$ cat config.mk
export PLATFORM = sky130hd
export DESIGN_NAME = mpuart_rx
export DESIGN_NICKNAME = d
export VERILOG_FILES = /design/src/rtl/mpuart_pkg.sv /design/src/rtl/mpuart_baud.sv /design/src/rtl/mpuart_sync.sv /design/src/rtl/mpuart_frame.sv /design/src/rtl/mpuart_rx.sv
export SDC_FILE = /design/constraint.sdc
export NUM_CORES = 1
export LEC_CHECK = 0
export BUFFER_PORTS_ARGS = -buffer_cell sky130_fd_sc_hd__buf_2
export CAP_MARGIN = 20
export CELL_PAD_IN_SITES_DETAIL_PLACEMENT = 1
export CELL_PAD_IN_SITES_GLOBAL_PLACEMENT = 1
export CORE_ASPECT_RATIO = 1.25
export CORE_MARGIN = 5
export CORE_UTILIZATION = 41
export DETAILED_ROUTE_END_ITERATION = 8
export HOLD_SLACK_MARGIN = 0.12
export PLACE_DENSITY_LB_ADDON = 0.1
export SYNTH_ARGS = -nofsm -noshare
export SYNTH_HDL_FRONTEND = slang
export SYNTH_SLANG_ARGS = --single-unit
$ cat constraint.sdc
create_clock -name clk -period 1.95 [get_ports clk]
set_input_delay 0.39 -clock clk [delete_from_list [all_inputs] [get_ports clk]]
set_output_delay 0.39 -clock clk [all_outputs]
set_load 0.02 [all_outputs]
$ cat src/rtl/mpuart_pkg.sv
package mpuart_pkg;
    localparam int DATA_W = 8;
    localparam int OVS    = 16;
    localparam int CNT_W  = $clog2(OVS);
    localparam int SH_W   = DATA_W + 1;
    localparam int IDX_W  = $clog2(SH_W + 1);

    typedef enum logic [1:0] {FS_IDLE, FS_START, FS_BITS} fstate_e;

    typedef struct packed {
        fstate_e             st;
        logic [CNT_W-1:0]    cnt;
        logic [IDX_W-1:0]    idx;
        logic [SH_W-1:0]     sh;
        logic                prev;
        logic                done;
        logic                stop;
    } fr_state_t;

    typedef struct packed {
        logic              rx_en;
        logic              hunt;
        logic [DATA_W-1:0] data;
        logic              full;
        logic              ovr;
        logic              frm;
    } reg_state_t;
endpackage

$ cat src/rtl/mpuart_baud.sv
module mpuart_baud #(
    parameter int DIV = 2
) (
    input  logic clk,
    input  logic rst_n,
    output logic tick_o
);
    localparam int CW = (DIV > 1) ? $clog2(DIV) : 1;

    logic [CW-1:0] cnt_d, cnt_q;

    always_comb begin
        if (cnt_q == CW'(DIV - 1)) cnt_d = '0;
        else                       cnt_d = cnt_q + 1'b1;
    end

    always_ff @(posedge clk or negedge rst_n) begin
        if (!rst_n) cnt_q <= '0;
        else        cnt_q <= cnt_d;
    end

    assign tick_o = (cnt_q == CW'(DIV - 1));
endmodule

$ cat src/rtl/mpuart_sync.sv
module mpuart_sync #(
    parameter int STAGES = 2
) (
    input  logic clk,
    input  logic rst_n,
    input  logic d_i,
    output logic q_o
);
    logic [STAGES-1:0] sr_d, sr_q;

    generate
        if (STAGES == 1) begin : g_one
            always_comb sr_d = d_i;
        end else begin : g_many
            always_comb sr_d = {sr_q[STAGES-2:0], d_i};
        end
    endgenerate

    always_ff @(posedge clk or negedge rst_n) begin
        if (!rst_n) sr_q <= '1;
        else        sr_q <= sr_d;
    end

    assign q_o = sr_q[STAGES-1];
endmodule

$ cat src/rtl/mpuart_frame.sv
module mpuart_frame
    import mpuart_pkg::*;
(
    input  logic              clk,
    input  logic              rst_n,
    input  logic              en_i,
    input  logic              tick_i,
    input  logic              rx_i,
    output logic              done_o,
    output logic [DATA_W-1:0] byte_o,
    output logic              mpb_o,
    output logic              stop_o
);
    localparam int HALF = OVS / 2;
    localparam int LAST = SH_W;

    fr_state_t s_d, s_q;

    always_comb begin
        s_d      = s_q;
        s_d.done = 1'b0;
        if (!en_i) begin
            s_d.st   = FS_IDLE;
            s_d.prev = rx_i;
        end else if (tick_i) begin
            s_d.prev = rx_i;
            case (s_q.st)
                FS_IDLE: begin
                    if (s_q.prev && !rx_i) begin
                        s_d.st  = FS_START;
                        s_d.cnt = '0;
                    end
                end
                FS_START: begin
                    s_d.cnt = s_q.cnt + 1'b1;
                    if (s_q.cnt == CNT_W'(HALF - 1)) begin
                        if (!rx_i) begin
                            s_d.st  = FS_BITS;
                            s_d.cnt = '0;
                            s_d.idx = '0;
                        end else begin
                            s_d.st = FS_IDLE;
                        end
                    end
                end
                FS_BITS: begin
                    s_d.cnt = s_q.cnt + 1'b1;
                    if (s_q.cnt == CNT_W'(OVS - 1)) begin
                        s_d.cnt = '0;
                        if (s_q.idx == IDX_W'(LAST)) begin
                            s_d.done = 1'b1;
                            s_d.stop = rx_i;
                            s_d.st   = FS_IDLE;
                        end else begin
                            s_d.sh  = {rx_i, s_q.sh[SH_W-1:1]};
                            s_d.idx = s_q.idx + 1'b1;
                        end
                    end
                end
                default: s_d.st = FS_IDLE;
            endcase
        end
    end

    always_ff @(posedge clk or negedge rst_n) begin
        if (!rst_n) begin
            s_q      <= '0;
            s_q.st   <= FS_IDLE;
            s_q.prev <= 1'b1;
        end else begin
            s_q <= s_d;
        end
    end

    assign done_o = s_q.done;
    assign byte_o = s_q.sh[DATA_W-1:0];
    assign mpb_o  = s_q.sh[DATA_W];
    assign stop_o = s_q.stop;
endmodule

$ cat src/rtl/mpuart_rx.sv
module mpuart_rx
    import mpuart_pkg::*;
#(
    parameter int CLK_DIV     = 2,
    parameter int SYNC_STAGES = 2
) (
    input  logic              clk,
    input  logic              rst_n,
    input  logic              rxd_i,
    input  logic              cfg_we,
    input  logic              cfg_rx_en,
    input  logic              cfg_hunt,
    input  logic              clr_we,
    input  logic              clr_full,
    input  logic              clr_ovr,
    input  logic              clr_frm,
    output logic              rx_en_o,
    output logic              hunt_o,
    output logic [DATA_W-1:0] data_o,
    output logic              full_o,
    output logic              ovr_o,
    output logic              frm_o,
    output logic              line_o
);
    logic              tick;
    logic              rx_s;
    logic              fr_en;
    logic              fr_done;
    logic [DATA_W-1:0] fr_byte;
    logic              fr_mpb;
    logic              fr_stop;

    reg_state_t r_d, r_q;

    mpuart_baud #(.DIV(CLK_DIV)) u_baud (
        .clk(clk), .rst_n(rst_n), .tick_o(tick)
    );

    mpuart_sync #(.STAGES(SYNC_STAGES)) u_sync (
        .clk(clk), .rst_n(rst_n), .d_i(rxd_i), .q_o(rx_s)
    );

    assign fr_en = r_q.rx_en & ~r_q.ovr & ~r_q.frm;

    mpuart_frame u_frame (
        .clk(clk), .rst_n(rst_n), .en_i(fr_en), .tick_i(tick), .rx_i(rx_s),
        .done_o(fr_done), .byte_o(fr_byte), .mpb_o(fr_mpb), .stop_o(fr_stop)
    );

    always_comb begin
        r_d = r_q;
        if (cfg_we) begin
            r_d.rx_en = cfg_rx_en;
            r_d.hunt  = cfg_hunt;
        end
        if (clr_we) begin
            if (clr_full) r_d.full = 1'b0;
            if (clr_ovr)  r_d.ovr  = 1'b0;
            if (clr_frm)  r_d.frm  = 1'b0;
        end
        if (fr_done) begin
            if (r_q.hunt && !fr_mpb) begin
                r_d.data = r_q.data;
            end else if (!fr_stop) begin
                r_d.frm = 1'b1;
            end else if (r_q.full) begin
                r_d.ovr = 1'b1;
            end else begin
                r_d.data = fr_byte;
                r_d.full = 1'b1;
                if (r_q.hunt) r_d.hunt = 1'b0;
            end
        end
    end

    always_ff @(posedge clk or negedge rst_n) begin
        if (!rst_n) r_q <= '0;
        else        r_q <= r_d;
    end

    assign rx_en_o = r_q.rx_en;
    assign hunt_o  = r_q.hunt;
    assign data_o  = r_q.data;
    assign full_o  = r_q.full;
    assign ovr_o   = r_q.ovr;
    assign frm_o   = r_q.frm;
    assign line_o  = rx_s;
endmodule

==> results_dict.tcl, run 1 <==
set metrics [dict create \
    die-area_sq_um 5840 \
    hold_viol_final 0 \
    yosysTopAreaCellShare_pct 48.5 \
    first_pass_iters 4 \
    synth.most_common_cell "dfrtp_1" \
    crit_path_cell_trace "ha_1 > and3b_2 > or2_4 > buf_4 > or3b_1 > o21ai_1" \
    tightest_slew_ps 437 \
    gr-total-overflow 0 \
    numCtsBuffers 5 \
    clock-sinks 38 \
    met1_usage_pct 14.9 \
    final_nets 205 \
    antenna_found_initial 0 \
    yosys-top-cells-count "35 x dfrtp_1, 20 x mux2_2, 13 x nand2_1" \
    yosys_warnings 0 \
    root_buffer "clkbuf_8" \
    synthFlopType "dfrtp_1" \
    cts_tree "built" \
    timing.final.ws_setup_ps 42.6 \
    slew_viol_final 0 \
    synth.area.top_cells "dfrtp_1 48%, mux2_2 12%, ha_1 4.8%" \
    layout-drive-gt1-share_pct 42.3 \
    start_util_pct 41.8 \
    ys_ff_latch 38 \
    dr.first_iter.drc_count 32 \
    core_area_sq_um 4320 \
    clock.fmax_ghz 0.524 \
    fin_crit_sh_pct 97.8 \
    maxCapViolCount 0 \
    r2r_slack_ps 40 \
    run_status "complete, no violations" \
    die_w_microns 69.4 \
    place.gp.congestion 0.730 \
    clock_latency_ps 290 \
    synth_area_per_cell_sq_um 12.2 \
    htree_levels 2 \
    setup_violations 0 \
    clk_path_buf_depth 2 \
    crit_slowest_cell "dfrtp_1" \
    grt_pass1_wl_microns 6870 \
    route.detailed.drc 0 \
    holdWs_ps 193 \
    power_uw 1510 \
    area_growth_pct 21.3 \
    crit_required_ps 2170 \
    grt_max_degree 39 \
    ir_drop_mv 0.460 \
    crit_path_start_kind "flip-flop" \
    ios 24 \
    dp_slack_ps 29.3 \
    syn_nets 165 \
    use_met2_pct 28.9 \
    max-slew-margin-rel_pct 70.8 \
    wirelength_microns 4120 \
    fin_crit_ps 1910 \
    diodes 0 \
    critPathCaptureType "flip-flop" \
    ant_nets 0 \
    powerDensity_nw_per_um2 688 \
    rows 27 \
    critPathTopFamily "simple AND/OR/NAND/NOR gates" \
    hold_class "in2reg" \
    port_buffers 23 \
    grt_pass1_vias 1470 \
    wl_per_cell_microns 16.7 \
    skew_ps 4.02 \
    criticalPathCategory "reg2reg" \
    synth_async_sr_flop_share_pct 100 \
    grt_busiest_layer "met2" \
    cp_num_buf_inv 1 \
    dpl.hpwl_microns 2940 \
    yosysSeqAreaShare_pct 52.8 \
    leakagePower_uw 0.00106 \
    vias_per_cell 5.25 \
    critical_path.max_fanout 5 \
    die_height_microns 84.2 \
    synth-edff-count 0 \
    synth_cells 148 \
    vias 1297 \
    max_stage_delay_ps 440 \
    grt_use_met3_pct 3.71 \
    path_clk_slew_ps 80 \
    syn_area_sq_um 1810 \
    synth_cell_types 42 \
    arrival_ps 2130 \
    gr-usage-all-layers_pct 14.7 \
    synth_top_area_cell "dfrtp_1" \
]
[registers in the layout, indices dropped and copies added, names as in the netlist, 2 cells and up]
register        flops
data_o              8
u_frame.byte_o      8
u_frame.s_q        11
u_sync.sr_q         2
[worst reg2reg max path: stages, from the launching register on]
cell and delay (ps):
dfrtp_1 440, ha_1 240, and3b_2 250, or2_4 280, buf_4 160, or3b_1 350
o21ai_1 120
[layer usage]
layer	up-vias	wire length, microns
met2	18	2390
met1	655	1570
li1	620	-
met5	-	0
met4	0	37
met3	4	127
[kinds of logic (layout without fill, tap and decap cells)]
kind of cell / Yosys count / after routing / synth area share (%)
AOI/OAI and AO/OA: 26 / 26 / 10.7
adders and majority gates: 7 / 7 / 4.85
buffers and inverters: 9 / 49 / 2.49
DFF: 38 / 38 / 52.8
muxes: 22 / 22 / 13.6
and+or+nand+nor: 46 / 47 / 15.6
[path summary, 6_finish.rpt]
kind | to | startpoint | cells after the start
max reg2reg | u_frame.s_q[14] | u_frame.s_q[12] | 6
min | u_sync.sr_q[0] | rxd_i | 1
min reg2reg | u_sync.sr_q[1] | u_sync.sr_q[0] | 0
max in group asynchronous | u_frame.s_q[2] | rst_n | 3
max | u_frame.s_q[14] | u_frame.s_q[12] | 6
min in group asynchronous | u_frame.s_q[18] | rst_n | 3
[per-stage QoR]
| stage | utilization, % | setup TNS [ps] | cells | area (sq um) |
|---|---|---|---|---|
| floorplan | - | 0 | 148 | 1810 |
| detailed placement | 46.8 | 0 | 232 | 2030 |
| global route | 50.7 | -26.6 | 247 | 2190 |
| CTS | 49.3 | 0 | 241 | 2130 |
| global placement | 46.8 | 0 | 232 | 2030 |
| finish | 50.7 | 0 | 247 | 2190 |
[where the power goes]
| group | switching [uW] | leakage (uW) | total, uW | internal, uW |
|---|---|---|---|---|
| combinational | 75.6 | 0.000499 | 128 | 52.2 |
| sequential | 10.7 | 0.000511 | 812 | 801 |
| clock | 284 | 0.0000472 | 568 | 284 |
[cells in the final DEF (no fill, tap or decap), types with 3 or more instances in the layout]
| master | Yosys | final |
|---|---|---|
| nand2_1 | 13 | 13 |
| mux2_2 | 20 | 20 |
| nand4_1 | 3 | 3 |
| ha_1 | 7 | 5 |
| dfrtp_1 | 35 | 35 |
| o21ai_0 | 8 | 7 |
| dfstp_2 | 3 | 3 |
| buf_2 | 0 | 23 |
| buf_4 | 1 | 9 |
| nand2b_1 | 5 | 5 |
| nand3_1 | 6 | 5 |
| nor2_1 | 4 | 3 |
| inv_1 | 7 | 6 |
| clkbuf_8 | 0 | 6 |
[cell type report]
cell class                 count  area [sq um]
multi-input combinational    102           830
timing repair buffer          34           213
clock buffer                   6          82.6
fill                         508          2130
tap                           58          72.6
inverter                       7          26.3
sequential                    38           955
clock inverter                 2          12.5
[timing repair]
action / 4_1_cts / 5_1_grt
resized for setup: 0 / 8
hold buffers: 1 / 0
endpoints found under the setup margin: 0 / 12
hold endpoints to repair: 35 / 0
setup buffers: 0 / 5
Note: power is estimated with default switching activity, not from simulation.
==> run 2: changes to the inputs <==
--- a/config.mk
+++ b/config.mk
@@ -14,7 +14,8 @@
 export CORE_UTILIZATION = 41
 export DETAILED_ROUTE_END_ITERATION = 8
 export HOLD_SLACK_MARGIN = 0.12
-export PLACE_DENSITY_LB_ADDON = 0.1
+export PLACE_DENSITY_LB_ADDON = 0.25
+export SETUP_SLACK_MARGIN = 0.05
 export SYNTH_ARGS = -nofsm -noshare
 export SYNTH_HDL_FRONTEND = slang
 export SYNTH_SLANG_ARGS = --single-unit
==> results_dict.tcl, run 2 (synthesized netlist as in run 1, its figures left out) <==
set metrics [dict create \
    hold_class "in2async" \
    largest_reg_flops 11 \
    nFillCells 502 \
    clock-sinks 38 \
    met1_usage_pct 17.2 \
    crit-reg2reg-launch "u_frame.s_q[20]" \
    rows 27 \
    clk_path_buf_depth 2 \
    gr-total-overflow 0 \
    ios 24 \
    run_status "complete, no violations" \
    fin_crit_ps 1830 \
    top_register "u_frame.s_q" \
    reg2reg_depth 6 \
    tightest_slew_ps 518 \
    first_pass_iters 4 \
    clock_latency_ps 290 \
    wl_per_cell_microns 17.1 \
    final_common_cell "dfrtp_1" \
    htree_levels 2 \
    critical_path.max_fanout 4 \
    route.detailed.drc 0 \
    grt_busiest_layer "met2" \
    setup_violations 0 \
    gr-usage-all-layers_pct 15.3 \
    grt_pass1_vias 1446 \
    port_buffers 23 \
    ir_drop_mv 0.398 \
    r2r_slack_ps 120 \
    arrival_ps 2010 \
    powerDensity_nw_per_um2 796 \
    cp_num_buf_inv 1 \
    dp_slack_ps 66.9 \
    grt_max_degree 39 \
    critPathCaptureType "flip-flop" \
    grt_use_met3_pct 3.83 \
    max_stage_delay_ps 400 \
    timing.final.ws_setup_ps 120 \
    mostFrequentLayoutCells "35 x dfrtp_1, 23 x buf_2, 20 x mux2_2" \
    start_util_pct 41.8 \
    core_area_sq_um 4320 \
    diodes 0 \
    antenna_found_initial 0 \
    fin_crit_sh_pct 93.8 \
    vias_per_cell 5.32 \
    final_nets 203 \
    crit_cells 6 \
    use_met2_pct 27.5 \
    critPathTopFamily "simple AND/OR/NAND/NOR gates" \
    path_clk_slew_ps 80 \
    crit_path_end "u_frame.byte_o[2]" \
    cp-startpoint "u_frame.s_q[20]" \
    slew_viol_final 0 \
    clock.fmax_ghz 0.547 \
    hold_viol_final 0 \
    holdWs_ps 132 \
    cts_tree "built" \
    dpl.hpwl_microns 2970 \
    leakagePower_uw 0.00106 \
    ant_nets 0 \
    root_buffer "clkbuf_8" \
    area_growth_pct 23.2 \
    criticalPathCategory "reg2reg" \
    die_w_microns 69.4 \
    skew_ps 2.91 \
    crit_slowest_cell "dfrtp_1" \
    die_height_microns 84.2 \
    crit_path_cell_trace "inv_2 > ha_2 > nand4_1 > or2_4 > nor2_2 > mux2_2" \
    crit_required_ps 2130 \
    r2r-end "u_frame.byte_o[2]" \
    wirelength_microns 4190 \
    layout-drive-gt1-share_pct 43.3 \
    maxCapViolCount 0 \
    grt_pass1_wl_microns 7110 \
    vias 1303 \
    dr.first_iter.drc_count 40 \
    place.gp.congestion 0.773 \
    rsz0062_at_grt "false" \
    numCtsBuffers 5 \
    fin_tns_setup_ps 0 \
    max-slew-margin-rel_pct 65.2 \
    crit_path_start_kind "flip-flop" \
    die-area_sq_um 5840 \
]
==> run 2: layout make-up <==
| class | count | area, sq um | share of cell area [%] |
|---|---|---|---|
| inverter | 7 | 26.3 | 1.18 |
| clock inverter | 2 | 60.1 | 2.70 |
| sequential | 38 | 955 | 42.9 |
| timing repair buffer | 31 | 175 | 7.87 |
| tap | 58 | 72.6 | 3.26 |
| multi-input combinational | 103 | 855 | 38.4 |
| clock buffer | 6 | 82.6 | 3.71 |
==> run 2: repair_timing <==
| item | CTS | global route |
|---|---|---|
| resized for setup | 0 | 10 |
| buffers inserted | 0 | 3 |
| hold buffers | 0 | 0 |
| setup endpoints to repair | 9 | 17 |
| gates cloned | 0 | 2 |
| pin swaps | 0 | 4 |
| hold endpoints to repair | 0 | 0 |
==> run 2: worst min path at each step <==
stage | slack [ps] | from | end
final | 130 | rst_n | u_frame.s_q[14]
after global routing | 170 | rxd_i | u_sync.sr_q[0]
after CTS | 150 | rst_n | u_frame.s_q[15]
after detailed placement | 350 | u_sync.sr_q[0] | u_sync.sr_q[1]
after global placement | 350 | u_sync.sr_q[0] | u_sync.sr_q[1]
after floorplan | 90 | rst_n | data_o[0]
==> run 2: per-stage QoR <==
stage	cell area (sq um)	cells	utilization [%]	power, uW
floorplan	1810	148	-	890
global placement	2010	232	46.6	939
detailed placement	2010	232	46.6	945
CTS	2160	240	49.9	1780
global route	2230	245	51.5	1850
finish	2230	245	51.5	1770
==> run 2: layer usage <==
| metal | vias up | part of all wire [%] |
|---|---|---|
| met2 | 17 | 55 |
| met4 | 0 | 1.7 |
| met3 | 7 | 2.7 |
| li1 | 619 | - |
| met5 | - | 0 |
| met1 | 660 | 41 |
==> run 2: power by group <==
group	switching, uW	total, uW	internal, uW
sequential	12.4	814	801
combinational	74.8	120	45.2
clock	291	837	546
total	379	1770	1390
==> run 2: worst register-to-register path, delay by kind of cell, from the launching register on <==
kind | cells | cell delay, ps
AND/OR/NAND/NOR | 3 | 700
flip-flops | 1 | 400
multiplexers | 1 | 360
adder cells (fa/ha/maj) | 1 | 180
buffers and inverters | 1 | 70
